--- src/rtl/csm_pkg.sv ---
package csm_pkg;

  localparam int FIELD_W = 5;
  localparam int SRC_W   = 3;
  localparam int DIVC_W  = 2;

  typedef struct packed {
    logic [SRC_W-1:0]  src;
    logic [DIVC_W-1:0] dcode;
  } cons_field_t;

  // Post-divide ratio for a 2-bit code; code 2 depends on the variant.
  function automatic logic [2:0] div_ratio(input logic [DIVC_W-1:0] code,
                                           input bit ext);
    case (code)
      2'd0:    div_ratio = 3'd1;
      2'd1:    div_ratio = 3'd4;
      2'd2:    div_ratio = ext ? 3'd3 : 3'd1;
      default: div_ratio = 3'd2;
    endcase
  endfunction

  // Number of source periods the divided output stays high.
  function automatic logic [2:0] high_span(input logic [2:0] ratio);
    case (ratio)
      3'd4:    high_span = 3'd2;
      default: high_span = 3'd1;
    endcase
  endfunction

endpackage

--- src/rtl/csm_ctrl_reg.sv ---
module csm_ctrl_reg #(
  parameter int REG_W = 32
) (
  input  logic             clk,
  input  logic             rst_n,
  input  logic             wr_en,
  input  logic [REG_W-1:0] wr_data,
  output logic [REG_W-1:0] word_q
);

  always_ff @(posedge clk or negedge rst_n) begin
    if (!rst_n)     word_q <= '0;
    else if (wr_en) word_q <= wr_data;
  end

endmodule

--- src/rtl/csm_edge_det.sv ---
module csm_edge_det #(
  parameter int N           = 7,
  parameter int SYNC_STAGES = 2
) (
  input  logic         clk,
  input  logic         rst_n,
  input  logic [N-1:0] lvl_i,
  output logic [N-1:0] rise_o,
  output logic [N-1:0] fall_o
);

  localparam int LAST = SYNC_STAGES - 1;

  logic [N-1:0] stg [SYNC_STAGES];
  logic [N-1:0] prev_q;

  always_ff @(posedge clk or negedge rst_n) begin
    if (!rst_n) begin
      for (int s = 0; s < SYNC_STAGES; s++) stg[s] <= '0;
      prev_q <= '0;
    end else begin
      stg[0] <= lvl_i;
      for (int s = 1; s < SYNC_STAGES; s++) stg[s] <= stg[s-1];
      prev_q <= stg[LAST];
    end
  end

  assign rise_o = stg[LAST] & ~prev_q;
  assign fall_o = ~stg[LAST] & prev_q;

endmodule

--- src/rtl/csm_channel.sv ---
module csm_channel
  import csm_pkg::*;
#(
  parameter int NUM_SRC  = 7,
  parameter bit EXT_DIV3 = 1'b0
) (
  input  logic               clk,
  input  logic               rst_n,
  input  cons_field_t        field_i,
  input  logic [NUM_SRC-1:0] rise_i,
  input  logic [NUM_SRC-1:0] fall_i,
  output logic               clk_o,
  output logic               en_o
);

  cons_field_t act_q;
  logic [1:0]  phase_q;
  logic        out_q;

  logic       sel_rise, sel_fall, pend, swap;
  logic [2:0] ratio, hspan;
  logic [1:0] nph;

  always_comb begin
    sel_rise = 1'b0;
    sel_fall = 1'b0;
    for (int k = 0; k < NUM_SRC; k++) begin
      if (act_q.src == SRC_W'(k + 1)) begin
        sel_rise = rise_i[k];
        sel_fall = fall_i[k];
      end
    end
  end

  assign ratio = div_ratio(act_q.dcode, EXT_DIV3);
  assign hspan = high_span(ratio);
  assign nph   = ({1'b0, phase_q} >= (ratio - 3'd1)) ? 2'd0 : phase_q + 2'd1;
  assign pend  = (act_q != field_i);
  assign swap  = pend && !out_q;

  always_ff @(posedge clk or negedge rst_n) begin
    if (!rst_n) begin
      act_q   <= '0;
      phase_q <= 2'd3;
      out_q   <= 1'b0;
    end else if (swap) begin
      act_q   <= field_i;
      phase_q <= 2'd3;
      out_q   <= 1'b0;
    end else if (act_q.src == '0) begin
      out_q <= 1'b0;
    end else if (ratio == 3'd1) begin
      if (sel_rise)      out_q <= 1'b1;
      else if (sel_fall) out_q <= 1'b0;
    end else if (sel_rise) begin
      phase_q <= nph;
      out_q   <= ({1'b0, nph} < hspan);
    end
  end

  assign clk_o = out_q;
  assign en_o  = (act_q.src != '0);

endmodule

--- src/rtl/csm_srcmux.sv ---
module csm_srcmux
  import csm_pkg::*;
#(
  parameter int NUM_CONS    = 6,
  parameter int REG_W       = 32,
  parameter int SYNC_STAGES = 2,
  parameter bit EXT_DIV3    = 1'b0
) (
  input  logic                clk,
  input  logic                rst_n,
  input  logic                aux_pll_i,
  input  logic [NUM_CONS-1:0] fgen_i,
  input  logic                wr_en_i,
  input  logic [REG_W-1:0]    wr_data_i,
  output logic [REG_W-1:0]    rd_data_o,
  output logic [NUM_CONS-1:0] cons_clk_o,
  output logic [NUM_CONS-1:0] cons_en_o
);

  localparam int NUM_SRC = NUM_CONS + 1;

  logic [REG_W-1:0]   word_q;
  logic [NUM_SRC-1:0] src_lvl, src_rise, src_fall;

  assign src_lvl = {fgen_i, aux_pll_i};

  csm_ctrl_reg #(.REG_W(REG_W)) u_reg (
    .clk(clk), .rst_n(rst_n), .wr_en(wr_en_i), .wr_data(wr_data_i),
    .word_q(word_q)
  );

  csm_edge_det #(.N(NUM_SRC), .SYNC_STAGES(SYNC_STAGES)) u_edge (
    .clk(clk), .rst_n(rst_n), .lvl_i(src_lvl),
    .rise_o(src_rise), .fall_o(src_fall)
  );

  for (genvar i = 0; i < NUM_CONS; i++) begin : g_cons
    csm_channel #(.NUM_SRC(NUM_SRC), .EXT_DIV3(EXT_DIV3)) u_ch (
      .clk(clk), .rst_n(rst_n),
      .field_i(cons_field_t'(word_q[FIELD_W*i +: FIELD_W])),
      .rise_i(src_rise), .fall_i(src_fall),
      .clk_o(cons_clk_o[i]), .en_o(cons_en_o[i])
    );
  end

  assign rd_data_o = word_q;

endmodule

--- config.mk ---
export PLATFORM = sky130hd
export DESIGN_NAME = csm_srcmux
export DESIGN_NICKNAME = d
export VERILOG_FILES = /design/src/rtl/csm_pkg.sv /design/src/rtl/csm_ctrl_reg.sv /design/src/rtl/csm_edge_det.sv /design/src/rtl/csm_channel.sv /design/src/rtl/csm_srcmux.sv
export SDC_FILE = /design/constraint.sdc
export NUM_CORES = 1
export LEC_CHECK = 0
export BUFFER_PORTS_ARGS = -buffer_cell sky130_fd_sc_hd__buf_2
export CAP_MARGIN = 25
export CORE_MARGIN = 1
export CORE_UTILIZATION = 52
export CTS_CLUSTER_SIZE = 25
export DETAILED_ROUTE_END_ITERATION = 10
export PLACE_DENSITY = 0.85
export SLEW_MARGIN = 40
export SYNTH_ARGS = -nofsm -noshare
export SYNTH_HDL_FRONTEND = slang
export SYNTH_SLANG_ARGS = --single-unit
export TNS_END_PERCENT = 20
--- constraint.sdc ---
create_clock -name clk -period 2.5 [get_ports clk]
set_clock_uncertainty 0.2 [all_clocks]
set_input_delay 0 -clock clk [delete_from_list [all_inputs] [get_ports clk]]
set_output_delay 0 -clock clk [all_outputs]
set_load 0.1 [all_outputs]
* Word level (Yosys, flattened, before mapping)
Index checks and enable logic that the tools add are counted.
** Operators by class
- Reductions and logical operators :: 66
- Multiplexer cells :: 162
- $add $sub $neg :: 12
- Magnitude comparators :: 12
- Bitwise operators :: 4
- Equality and inequality tests :: 84
** Operators by type and width (count)
- $mux W1 :: 120
- $eq A3 B3 Y1 const B :: 30
- $mux W2 :: 36
- $reduce_bool A4 Y1 :: 12
- $eq A3 B1 Y1 const B :: 12
- $eq A3 B2 Y1 const B :: 12
- $pmux W3 S2 :: 6
- $ne A5 B5 Y1 :: 6
- $ne A2 B1 Y1 const B :: 12
- $ge A2 B3 Y1 :: 6
- $logic_not A3 Y1 :: 6
- $reduce_and A3 Y1 :: 6
- $reduce_bool A3 Y1 :: 6
- $sub A3 B1 Y3 const B :: 6
- $and A7 B7 Y7 :: 2
- $not A7 Y7 :: 2
- $add A2 B1 Y2 const B :: 6
- $eq A2 B1 Y1 const B :: 6
- $eq A2 B2 Y1 const B :: 6
- $logic_not A2 Y1 :: 6
- $lt A2 B2 Y1 :: 6
- $reduce_and A2 Y1 :: 6
- $reduce_bool A2 Y1 :: 6
- $reduce_or A2 Y1 :: 6
- other kinds (2) :: 12
** Word-level totals
- Input bits :: 42
- Register bits :: 101
- Output and inout port bits :: 44

* Logic depth before layout (Yosys ltp)
Gate-level depths: netlist of the first run.
- Depth in word-level cells :: 14
- Depth in mapped cells :: 11
- Mapped depth without buffers :: 11

* Modules after synthesis
Synthesis of the first run repeated with hierarchy kept, for this count alone.
** Unflattened totals
- Cell total of the unflattened synthesis :: 511
- Area total of the unflattened synthesis :: 5964.5 um^2
** Modules (own cells, without submodules)
- csm_channel :: times used 6, cells an instance 68, area each 661.9 um^2
- csm_ctrl_reg :: times used 1, cells an instance 68, area each 1345.0 um^2
- csm_edge_det :: times used 1, cells an instance 35, area each 648.1 um^2

* Least setup slack after synthesis of the first run
No wires, ideal clock.
- Path type :: register to register
- Start :: reg g_cons[5].u_ch.phase_q[0]
- End :: reg g_cons[5].u_ch.out_q
- Arrival :: 2168 ps
- Path buffers :: 0
- Setup time :: 132 ps
- Cell stages (with the launch flop) :: 12
- Clock period less this slack :: 2500 ps
- Path slack :: 0 ps
- Cells stage by stage :: dfstp_2 -> inv_1 -> ha_1 -> nand2b_1 -> and2_1 -> nor3_1 -> ha_1 -> inv_1 -> a2111oi_0 -> o21ai_0 -> o211ai_1 -> a21oi_1
** On the way
- Word-level cells in the longest chain between the ends :: 7
- Elaborated cells on any way between the ends :: 8
- Classes of those cells :: add/sub (1); order compare (2); mux (5)
** Ends and longest elaborated chain
- start, declared :: RTL line csm_channel.sv:17 : logic [1:0] phase_q;
- start signal, assigned :: RTL line csm_channel.sv:56 : phase_q <= nph;
- $ge A2 B3 Y1 or $add A2 B1 Y2 (tied branches) :: RTL line csm_channel.sv:37 : assign nph = ({1'b0, phase_q} >= (ratio - 3'd1)) ? 2'd0 : phase_q + 2'd1;
- $mux W2 * :: RTL line csm_channel.sv:37
- $lt A2 B2 Y1 * :: RTL line csm_channel.sv:57 : out_q <= ({1'b0, nph} < hspan);
- $mux W1 * :: RTL line csm_channel.sv:55 : end else if (sel_rise) begin
- $mux W1 * :: RTL line csm_channel.sv:52 : end else if (ratio == 3'd1) begin
- $mux W1 * :: RTL line csm_channel.sv:50 : end else if (act_q.src == '0) begin
- $mux W1 * :: RTL line csm_channel.sv:46 : end else if (swap) begin
- end signal, assigned :: RTL line csm_channel.sv:57
- end, declared :: RTL line csm_channel.sv:18 : logic out_q;
Every way passes the cells marked *; elsewhere a longest branch is shown, timed or not. The select of a mux whose other input is x is not followed.
A chain may end at the register's enable or synchronous reset.

* Final worst setup path of the first run
Same ends and word-level chain as after synthesis.

==> results of run 1 <==
## placed cells by master, fill, tap and decap left out, types with 9 or more instances in the layout
| master | count |
|---|---|
| buf_2 | 84 |
| dlygate4sd3_1 | 40 |
| buf_4 | 14 |
| ha_1 | 18 |
| mux2_2 | 62 |
| xnor2_1 | 20 |
| clkbuf_8 | 9 |
| dfrtp_1 | 88 |
| nor3_1 | 10 |
| dfstp_2 | 12 |
| nand2_1 | 22 |
| o211ai_1 | 10 |
| inv_1 | 16 |
| nand2b_1 | 31 |
| xor2_1 | 16 |
## per-layer routing
| metal | track usage (%) | vias to the layer above |
|---|---|---|
| met5 | 0 | - |
| met4 | 8.02 | 0 |
| met3 | 4.36 | 16 |
| met2 | 39.5 | 142 |
| met1 | 28.5 | 2162 |
| li1 | - | 2065 |
## power by group
group	internal (uW)	switching (uW)	leakage (uW)	total, uW
combinational	539	926	0.00174	1470
sequential	1780	265	0.00118	2050
clock	374	588	0.0000864	962
## worst max-delay path, delay by kind of cell (launching register included)
family                     cells  cell delay, ns
adders and majority gates      2            0.45
buffers and inverters          2            0.10
AOI/OAI and AO/OA              4            0.56
DFF                            1            0.55
and+or+nand+nor                3            0.46
## layout make-up
class	count	area, sq um
Multi-Input combinational cell	343	3020
Clock buffer	9	124
Timing Repair Buffer	140	966
Inverter	18	67.6
Sequential cell	101	2540
Clock inverter	7	58.8
Tap cell	140	175
Fill cell	828	3880
## state kept, by name (all words and copies together), names as in the netlist
name and count:
g_cons.u_ch.phase_q 12, g_cons.u_ch.act_q 30, u_edge.prev_q 7, g_cons.u_ch.clk_o 6
u_edge.stg 14, u_reg.word_q 32
## logic make-up after synthesis
logic type      Yosys count
flops                   101
xor+xnor                 36
buf+inv                  62
mux                      74
simple gates            124
compound gates           91
fa+ha+maj                18
## what timing repair did
item,4_1_cts,5_1_grt
gates resized for setup,10,10
hold buffers,41,0
hold endpoints to repair,136,0
setup buffers,4,0
endpoints found under the setup margin,4,4
pin swaps,3,6
## stage by stage
step,hold WS (ns),instance area [sq um]
floorplan,-0.496,5770
global placement,-0.185,6240
detailed placement,-0.181,6240
CTS,0.0164,6910
global route,0.0194,6960
finish,0.0226,6960
## final timing paths
path                                                               to  depth (start not counted)  slack (ns)                                  start
worst max-delay path                 g_cons[5].u_ch.clk_o$_DFFE_PN0P_                         11        0.06  g_cons[5].u_ch.phase_q[0]$_DFFE_PN1P_
worst min-delay path            g_cons[1].u_ch.phase_q[0]$_DFFE_PN1P_                          2        0.02                                  rst_n
worst max register to register       g_cons[5].u_ch.clk_o$_DFFE_PN0P_                         11        0.06  g_cons[5].u_ch.phase_q[0]$_DFFE_PN1P_
worst min register to register                u_edge.stg[1]$_DFF_PN0_                          0        0.16                u_edge.stg[8]$_DFF_PN0_
max in group asynchronous       g_cons[5].u_ch.phase_q[1]$_DFFE_PN1P_                          3        1.69                                  rst_n
min in group clk                             u_edge.stg[11]$_DFF_PN0_                          2        0.07                              fgen_i[3]
==> metrics.txt, run 1 <==
Post-synth EDFFs=0; Synth Area in Compound Gates=12.5%; setup_tns=0 ns; fin crit share=between 90% and 100%; Antenna diodes=0; WL met2=roughly 6400 microns; Residual DRC=0; dpl ws=-0.198 ns; share of cells above drive strength 1=a little over a third; Achievable Freq=approximately 410 MHz; CP startpoint kind=register; top area cells in the synthesized netlist=dfrtp_1, mux2_2, dfstp_2; worst skew pair latency=0.37 ns; Post-Layout Cell Count=roughly 760; Synthesis Warnings=0; routability congestion estimate from global placement=around 0.86; Mapped Cells=506; Most common cell on crit path=ha_1; vias in the first global route=between 4k and 5k; Top Layer Used=met4; syn_area_per_cell=roughly 11 sq um; max-cap violation count=0; area share of the largest cell type after synthesis=between 30% and 40%; total grt overflow=0; final core occ=around 64%; crit path DAT=~2.5 ns; Synth-to-Final Area Change=20.6%; number of cells after detailed placement=around 700; CTS H-Tree Depth=3; crit path capture type=register; die area=roughly 12000 sq um; post-synthesis mux area share=15.3%; relative slew slack=46.6%; clock root cell=clkbuf_8; Worst path slowest cell=dfstp_2; PnR worst setup slack=0.0643 ns; sequential share of the synthesized area=between 40% and 50%; RSZ-0062 raised after global routing=true; # setup viols final=0; CTS Buf Count=9; Post-Synth XOR/XNOR Area=~5.5%; initial antenna violation count=0; Synth cell types=69; PortBufs=between 80 and 90; initial DRC count=approximately 440; CP Class=reg -> reg; DR pass1 iterations=5; synthesis-stage register bit count=around 100; ys async rst share=100%; most common cell in the netlist=dfrtp_1; I/O pin total=86; top cells by instance count after synthesis=dfrtp_1, mux2_2, nand2b_1; Layout Nets=673; cell taking the most area after synthesis=dfrtp_1; Worst-Margin Slew=about 0.8 ns; CTS sink cnt=101; crit-path max cell delay=~0.55 ns; Initial Util=between 50 and 60%; CTS max path bufs=2; Post-Synth Adder-Cell Area=just under 4%; hpwl dp=around 8600 microns; Pwr Density=around 640 nW/um^2; simple-gate area share of the yosys netlist=13.9%; CP cell instances=inv_1 -> ha_1 -> nand2b_4 -> and2_4 -> nor3_2 -> ha_1 -> inv_2 -> a2111oi_4 -> o21ai_1 -> o211ai_1 -> a21oi_1; chip height=107 microns; Slew Limit Fails=0; total track usage=between 20% and 30%; first-pass GRT wire length=20700 microns; Tot Pwr=around 4500 uW; maximum vdd drop=385 uV; Worst Hold Class=in -> async; peak fanout along the critical path=2; min cycle time layout=around 2.4 ns; routed wire length=12600 microns; Critical Path RT=about 2.6 ns; num rows=38; final antenna-violating net count=0; status=complete, no violations; Leakage=0.00300 uW; Cell Area, Synth=approximately 5800 sq um; core area=between 10000 and 15000 sq um; largest net degree at the start of global routing=61; vias per cell=5.78; Worst-path clk slew=0.10 ns; Via Count=approximately 4.4k; Avg WL per Cell=between 15 and 20 microns; largest family of logic cells by synthesized area=multiplexers; Die X-Extent=~110 microns; met3 routed WL=about 580 microns; syn_nets=approximately 570; Main synth FF type=dfrtp_1; DRT met1 WL=between 5000 and 6000 microns; CTS tree=built; final hold vios=0
Power figures use the tool's default switching activity.
==> inputs of run 2 (changes only) <==
--- a/config.mk
+++ b/config.mk
@@ -11,7 +11,7 @@
 export CORE_UTILIZATION = 52
 export CTS_CLUSTER_SIZE = 25
 export DETAILED_ROUTE_END_ITERATION = 10
-export PLACE_DENSITY = 0.85
+export PLACE_DENSITY = 0.89
 export SLEW_MARGIN = 40
 export SYNTH_ARGS = -nofsm -noshare
 export SYNTH_HDL_FRONTEND = slang
==> run 2 against run 1 <==
Net effect:
- the flow now finishes with violations (negative hold slack)
- routed wire length hardly changed
- first-iteration DRC count shrank 9.5%
- sequential power barely moved
- sequential share of layout area decreased by 0.36 points
- fmax fell by 2.0%
- clock power rose by 20%
- register-to-register slack worse by 0.05 ns
- die area unchanged
- combinational power hardly changed
- cell count unchanged
- via count down 0.21%
==> metrics.txt, run 2 (synthesis results as in run 1) <==
status=complete, but fails checks (was complete, no violations); Top reg by flops=u_reg.word_q (unchanged); RSZ-0062 raised after global routing=true (unchanged); most frequent cells in the layout=dfrtp_1, buf_2, mux2_2 (unchanged); hpwl dp=8760 microns (was 8560 microns); Tot Pwr=4680 uW (was 4480 uW); chip height=107 microns (unchanged); I/O pin total=86 (unchanged); initial DRC count=400 (was 442); Reg2Reg Depth=11 (unchanged); Most common cell on crit path=ha_1 (unchanged); failing checks=negative hold slack; maximum vdd drop=433 uV (was 385 uV); Die X-Extent=107 microns (unchanged); Via Count=4376 (was 4385); delay-heaviest family, CP=flip-flops (was compound AO/OA/AOI/OAI gates); routed wire length=12600 microns (about the same); PortBufs=85 (unchanged); Pwr Density=666 nW/um^2 (was 643 nW/um^2); Achievable Freq=402 MHz (was 411 MHz); Initial Util=53.2% (unchanged); Final Instance Area=7030 sq um (was 6960 sq um); Avg WL per Cell=16.7 microns (about the same); share of cells above drive strength 1=36.7% (was 36.2%); DP Area=6240 sq um (unchanged); clock root cell=clkbuf_8 (unchanged); Critical Path RT=2.56 ns (was 2.55 ns); Top Registers=u_reg.word_q (32), g_cons.u_ch.act_q (30), u_edge.stg (14) (unchanged); # setup viols final=0 (unchanged); number of flip-flops in the largest register=32 (unchanged); Leakage=0.00302 uW (was 0.00300 uW); peak fanout along the critical path=2 (unchanged); worst skew pair latency=0.38 ns (was 0.37 ns); Hold WS=-0.00397 ns (was 0.0226 ns); Layout Nets=673 (unchanged); Worst-Margin Slew=0.776 ns (was 0.800 ns); CP cell instances=inv_1 -> ha_1 -> nand2b_4 -> and2_1 -> nor3_2 -> ha_1 -> inv_2 -> a2111oi_4 -> o21ai_1 -> o211ai_1 -> a21oi_1 (was inv_1 -> ha_1 -> nand2b_4 -> and2_4 -> nor3_2 -> ha_1 -> inv_2 -> a2111oi_4 -> o21ai_1 -> o211ai_1 -> a21oi_1); total track usage=23.0% (was 22.8%); most common cell after layout, fill and taps aside=dfrtp_1 (unchanged); initial antenna violation count=0 (unchanged); register-to-register setup slack=0.02 ns (was 0.06 ns); relative slew slack=48.2% (was 46.6%); first-pass GRT wire length=20900 microns (was 20700 microns); Synth-to-Final Area Change=21.8% (was 20.6%); Worst Hold Class=in -> async (unchanged); Antenna diodes=0 (unchanged); number of cells after detailed placement=697 (unchanged); CTS tree=built (unchanged); vias per cell=5.77 (was 5.78); core area=10800 sq um (unchanged); fin crit share=99.4% (was 97.4%); min cycle time layout=2.48 ns (was 2.44 ns); WP buf/inv=2 (unchanged); final hold vios=2 (was 0); total grt overflow=0 (unchanged); Residual DRC=0 (unchanged); crit path capture type=register (unchanged); CP Class=reg -> reg (unchanged); dpl ws=-0.167 ns (was -0.198 ns); routability congestion estimate from global placement=0.863 (was 0.864); fillers=817 (was 828); CTS Buf Count=9 (unchanged); FF+latch area=2540 sq um (unchanged); PnR worst setup slack=0.0153 ns (was 0.0643 ns); crit-path max cell delay=0.54 ns (was 0.55 ns); Worst path slowest cell=dfstp_2 (unchanged); die area=11500 sq um (unchanged); Worst-path clk slew=0.09 ns (was 0.10 ns); DR pass1 iterations=4 (was 5); max-cap violation count=0 (unchanged); CTS H-Tree Depth=3 (unchanged); final antenna-violating net count=0 (unchanged); CP startpoint=g_cons[3].u_ch.phase_q[0]$_DFFE_PN1P_ (was g_cons[5].u_ch.phase_q[0]$_DFFE_PN1P_); largest net degree at the start of global routing=53 (was 61); CTS sink cnt=101 (unchanged); crit path DAT=2.54 ns (was 2.48 ns); CP startpoint kind=register (unchanged); FF-to-FF Start=g_cons[3].u_ch.phase_q[0]$_DFFE_PN1P_ (was g_cons[5].u_ch.phase_q[0]$_DFFE_PN1P_); RR Endpoint=g_cons[3].u_ch.clk_o$_DFFE_PN0P_ (was g_cons[5].u_ch.clk_o$_DFFE_PN0P_); num rows=38 (unchanged); Multi-input gate area=3060 sq um (was 3020 sq um); CTS max path bufs=2 (unchanged); vias in the first global route=4478 (was 4428); Slew Limit Fails=0 (unchanged); Post-Layout Cell Count=758 (unchanged)
-- run 2: changes by cell type in the layout (fill, tap and decap cells not counted), sizes merged --
cell / delta
clkinvlp: -2
inv: -2
clkinv: -1
clkbuf: +3
bufinv: +2
-- run 2: metal layers --
layer,track usage (%),vias up,wire [microns]
met5,0,-,0
met2,39.0,130,6530
met4,9.69,0,250
met1,29.0,2151,5310
li1,-,2072,-
met3,4.06,23,535
-- run 2: metrics by stage --
stage          utilization [%]  hold WS [ns]  TNS, ns
2_1_floorplan                -        -0.496        0
3_3_place_gp              57.6        -0.131  -0.0254
3_5_place_dp              57.6        -0.118   -0.363
4_1_cts                   63.8        0.0104  -0.0483
5_1_grt                   64.8        0.0431  -0.0717
6_report                  64.8      -0.00397        0
-- run 2: power breakdown --
part	switching (uW)	internal [uW]	leakage (uW)
sequential	263	1780	0.00118
clock	536	615	0.000116
combinational	940	542	0.00173
-- run 2: worst max-delay path by stage --
stage                                             endpoint  slack, ns  depth (start not counted)
after floorplan           g_cons[5].u_ch.clk_o$_DFFE_PN0P_    0.00008                         11
after global placement    g_cons[5].u_ch.clk_o$_DFFE_PN0P_      -0.03                         11
after detailed placement  g_cons[5].u_ch.clk_o$_DFFE_PN0P_      -0.17                         11
after CTS                 g_cons[3].u_ch.clk_o$_DFFE_PN0P_      -0.05                         11
after global routing      g_cons[3].u_ch.clk_o$_DFFE_PN0P_      -0.07                         11
final                     g_cons[3].u_ch.clk_o$_DFFE_PN0P_       0.02                         11
-- run 2: layout make-up --
cell class / instances / area share, %
Clock buffer: 12 / 2.21
Clock inverter: 4 / 0.997
Inverter: 18 / 0.962
Multi-Input combinational cell: 343 / 43.6
Sequential cell: 101 / 36.2
Tap cell: 140 / 2.49
Timing Repair Buffer: 140 / 13.6
-- run 2: what timing repair did --
action	in CTS	in global routing
setup endpoints to repair	3	5
buffers inserted	1	4
pin swaps	4	10
hold endpoints to repair	134	0
resized for setup	8	15
hold buffers	40	0
==> inputs of run 3 (changes only) <==
--- a/config.mk
+++ b/config.mk
@@ -8,10 +8,11 @@
 export BUFFER_PORTS_ARGS = -buffer_cell sky130_fd_sc_hd__buf_2
 export CAP_MARGIN = 25
 export CORE_MARGIN = 1
-export CORE_UTILIZATION = 52
+export CORE_UTILIZATION = 30
 export CTS_CLUSTER_SIZE = 25
 export DETAILED_ROUTE_END_ITERATION = 10
-export PLACE_DENSITY = 0.89
+export HOLD_SLACK_MARGIN = 0.08
+export PLACE_DENSITY = 0.61
 export SLEW_MARGIN = 40
 export SYNTH_ARGS = -nofsm -noshare
 export SYNTH_HDL_FRONTEND = slang
==> run 3 against run 2 <==
Net effect:
- the flow now finishes without violations
- register-to-register slack better by 0.03 ns
- non-clock buffer count increased by 9
- core utilization shrank 26 points
- sequential share of layout area decreased by 1.5 points
- via count increased by 0.41%
- routed wire length grew 9.9%
- sequential power about the same
- critical endpoint unchanged
- highest routed layer unchanged
==> metrics.txt, run 3 (synthesis results as in run 1) <==
Antenna diodes=0 (unchanged); grt met3 use=3.23% (was 4.06%); fillers=1844 (was 817); most common cell after layout, fill and taps aside=dfrtp_1 (unchanged); fin crit share=98.3% (was 99.4%); CTS sink cnt=101 (unchanged); routed wire length=13900 microns (was 12600 microns); CTS H-Tree Depth=3 (unchanged); Die X-Extent=141 microns (was 107 microns); hpwl dp=9530 microns (was 8760 microns); routability congestion estimate from global placement=0.832 (was 0.863); vias in the first global route=4664 (was 4478); relative slew slack=67.5% (was 48.2%); Critical Path RT=2.53 ns (was 2.56 ns); CTS max path bufs=2 (unchanged); Most common cell on crit path=inv_2 (was ha_1); num rows=50 (was 38); CTS tree=built (unchanged); Top reg by flops=u_reg.word_q (unchanged); Avg WL per Cell=16.1 microns (was 16.7 microns); total track usage=14.9% (was 23.0%); Synth-to-Final Area Change=26.9% (was 21.8%); peak fanout along the critical path=2 (unchanged); delay-heaviest family, CP=compound AO/OA/AOI/OAI gates (was flip-flops); Via Count=4394 (was 4376); worst skew pair latency=0.36 ns (was 0.38 ns); crit-path max cell delay=0.54 ns (about the same); chip height=141 microns (was 107 microns); final hold vios=0 (was 2); initial DRC count=245 (was 400); maximum vdd drop=337 uV (was 433 uV); vias per cell=5.10 (was 5.77); Residual DRC=0 (unchanged); first-pass GRT wire length=23400 microns (was 20900 microns); Worst path slowest cell=dfstp_2 (unchanged); largest net degree at the start of global routing=53 (unchanged); max-cap violation count=0 (unchanged); Multi-input gate area=3060 sq um (about the same); WP buf/inv=2 (unchanged); share of cells above drive strength 1=36.2% (was 36.7%); Worst Hold Class=in -> reg (was in -> async); Layout Nets=682 (was 673); Initial Util=30.7% (was 53.2%); most frequent cells in the layout=dfrtp_1, buf_2, mux2_2 (unchanged); initial antenna violation count=0 (unchanged); I/O pin total=86 (unchanged); DR pass1 iterations=4 (unchanged); min cycle time layout=2.46 ns (was 2.48 ns); DP Area=6360 sq um (was 6240 sq um); Top Registers=u_reg.word_q (32), g_cons.u_ch.act_q (30), u_edge.stg (14) (unchanged); number of cells after detailed placement=791 (was 697); CP cell instances=inv_2 -> ha_4 -> nand2b_4 -> and2_4 -> nor3_4 -> ha_1 -> inv_2 -> a2111oi_4 -> o21ai_1 -> o211ai_1 -> a21oi_1 (was inv_1 -> ha_1 -> nand2b_4 -> and2_1 -> nor3_2 -> ha_1 -> inv_2 -> a2111oi_4 -> o21ai_1 -> o211ai_1 -> a21oi_1); Worst-path clk slew=0.07 ns (was 0.09 ns); die area=19800 sq um (was 11500 sq um); clock root cell=clkbuf_16 (was clkbuf_8); Post-Layout Cell Count=861 (was 758); Worst-Margin Slew=0.484 ns (was 0.776 ns); Final Instance Area=7320 sq um (was 7030 sq um); # setup viols final=0 (unchanged); status=complete, no violations (was complete, but fails checks); final core occ=39.0% (was 64.8%); PortBufs=85 (unchanged); CP startpoint kind=register (unchanged); crit path capture type=register (unchanged); met2 usage=25.6% (was 39.0%); GR peak layer=met2 (unchanged); FF+latch area=2540 sq um (unchanged); crit path DAT=2.49 ns (was 2.54 ns); Leakage=0.00310 uW (was 0.00302 uW); number of flip-flops in the largest register=32 (unchanged); total grt overflow=0 (unchanged); CP Class=reg -> reg (unchanged); GRT met1 Usage=18.1% (was 29.0%); RSZ-0062 raised after global routing=true (unchanged); final antenna-violating net count=0 (unchanged); Slew Limit Fails=0 (unchanged); core area=18800 sq um (was 10800 sq um); Pwr Density=671 nW/um^2 (was 666 nW/um^2); CTS Buf Count=9 (unchanged); Achievable Freq=407 MHz (was 402 MHz)
==> run 3: changes by cell type in the layout (fill, tap and decap cells not counted), moves of 2 or more <==
| cell | change |
|---|---|
| clkbuf_1 | +2 |
| clkinv_4 | +2 |
| bufinv_16 | -2 |
| clkbuf_16 | +9 |
| dlygate4sd3_1 | +8 |
| clkbuf_8 | -9 |
| clkinv_2 | -2 |
==> run 3: path summary, 6_finish.rpt <==
| kind | depth (start not counted) | startpoint | endpoint | slack, ns |
|---|---|---|---|---|
| setup reg to reg | 11 | g_cons[3].u_ch.phase_q[0]$_DFFE_PN1P_ | g_cons[3].u_ch.clk_o$_DFFE_PN0P_ | 0.04 |
| max in group asynchronous | 4 | rst_n | g_cons[3].u_ch.phase_q[1]$_DFFE_PN1P_ | 1.15 |
| hold reg to reg | 0 | u_edge.stg[10]$_DFF_PN0_ | u_edge.stg[3]$_DFF_PN0_ | 0.15 |
| hold / removal | 2 | fgen_i[5] | u_edge.stg[13]$_DFF_PN0_ | 0.09 |
| min in group asynchronous | 3 | rst_n | g_cons[1].u_ch.phase_q[1]$_DFFE_PN1P_ | 0.59 |
| setup / recovery | 11 | g_cons[3].u_ch.phase_q[0]$_DFFE_PN1P_ | g_cons[3].u_ch.clk_o$_DFFE_PN0P_ | 0.04 |
==> run 3: routing by layer <==
| metal | routed length (microns) | part of all wire, % |
|---|---|---|
| met3 | 554 | 4.0 |
| met5 | 0 | 0 |
| met4 | 315 | 2.3 |
| met1 | 6040 | 44 |
| met2 | 6970 | 50 |
==> run 3: area by class of cell <==
type	instances	area share, %
multi-input cells	343	41.8
flip-flops and latches	101	34.7
repair buffers	149	14.7
well taps	234	4.00
clock buffers	14	3.60
inverters	18	0.923
clock inverters	2	0.239
==> run 3: repair_timing <==
item,CTS,global route
resized for setup,6,20
hold buffers,48,1
buffers inserted,1,4
endpoints found under the hold margin,134,32
endpoints found under the setup margin,3,6
pin swaps,4,11
gates cloned,0,0
==> run 3: where the power goes <==
part	switching, uW	leakage, uW	internal, uW	total, uW
Combinational	951	0.00179	569	1520
Sequential	260	0.00118	1790	2050
Clock	616	0.000137	735	1350
==> run 3: metrics by stage <==
| step | hold WS, ns | TNS (ns) | setup slack [ns] | power [uW] |
|---|---|---|---|---|
| after detailed placement | -0.110 | -0.335 | -0.196 | 3470 |
| final | 0.0883 | 0 | 0.0422 | 4920 |
| after floorplan | -0.496 | 0 | 0.0000773 | 3170 |
| after global placement | -0.122 | -0.0491 | -0.0491 | 3420 |
| after global routing | 0.0967 | -0.156 | -0.103 | 5180 |
| after CTS | 0.0826 | -0.0231 | -0.0231 | 4930 |
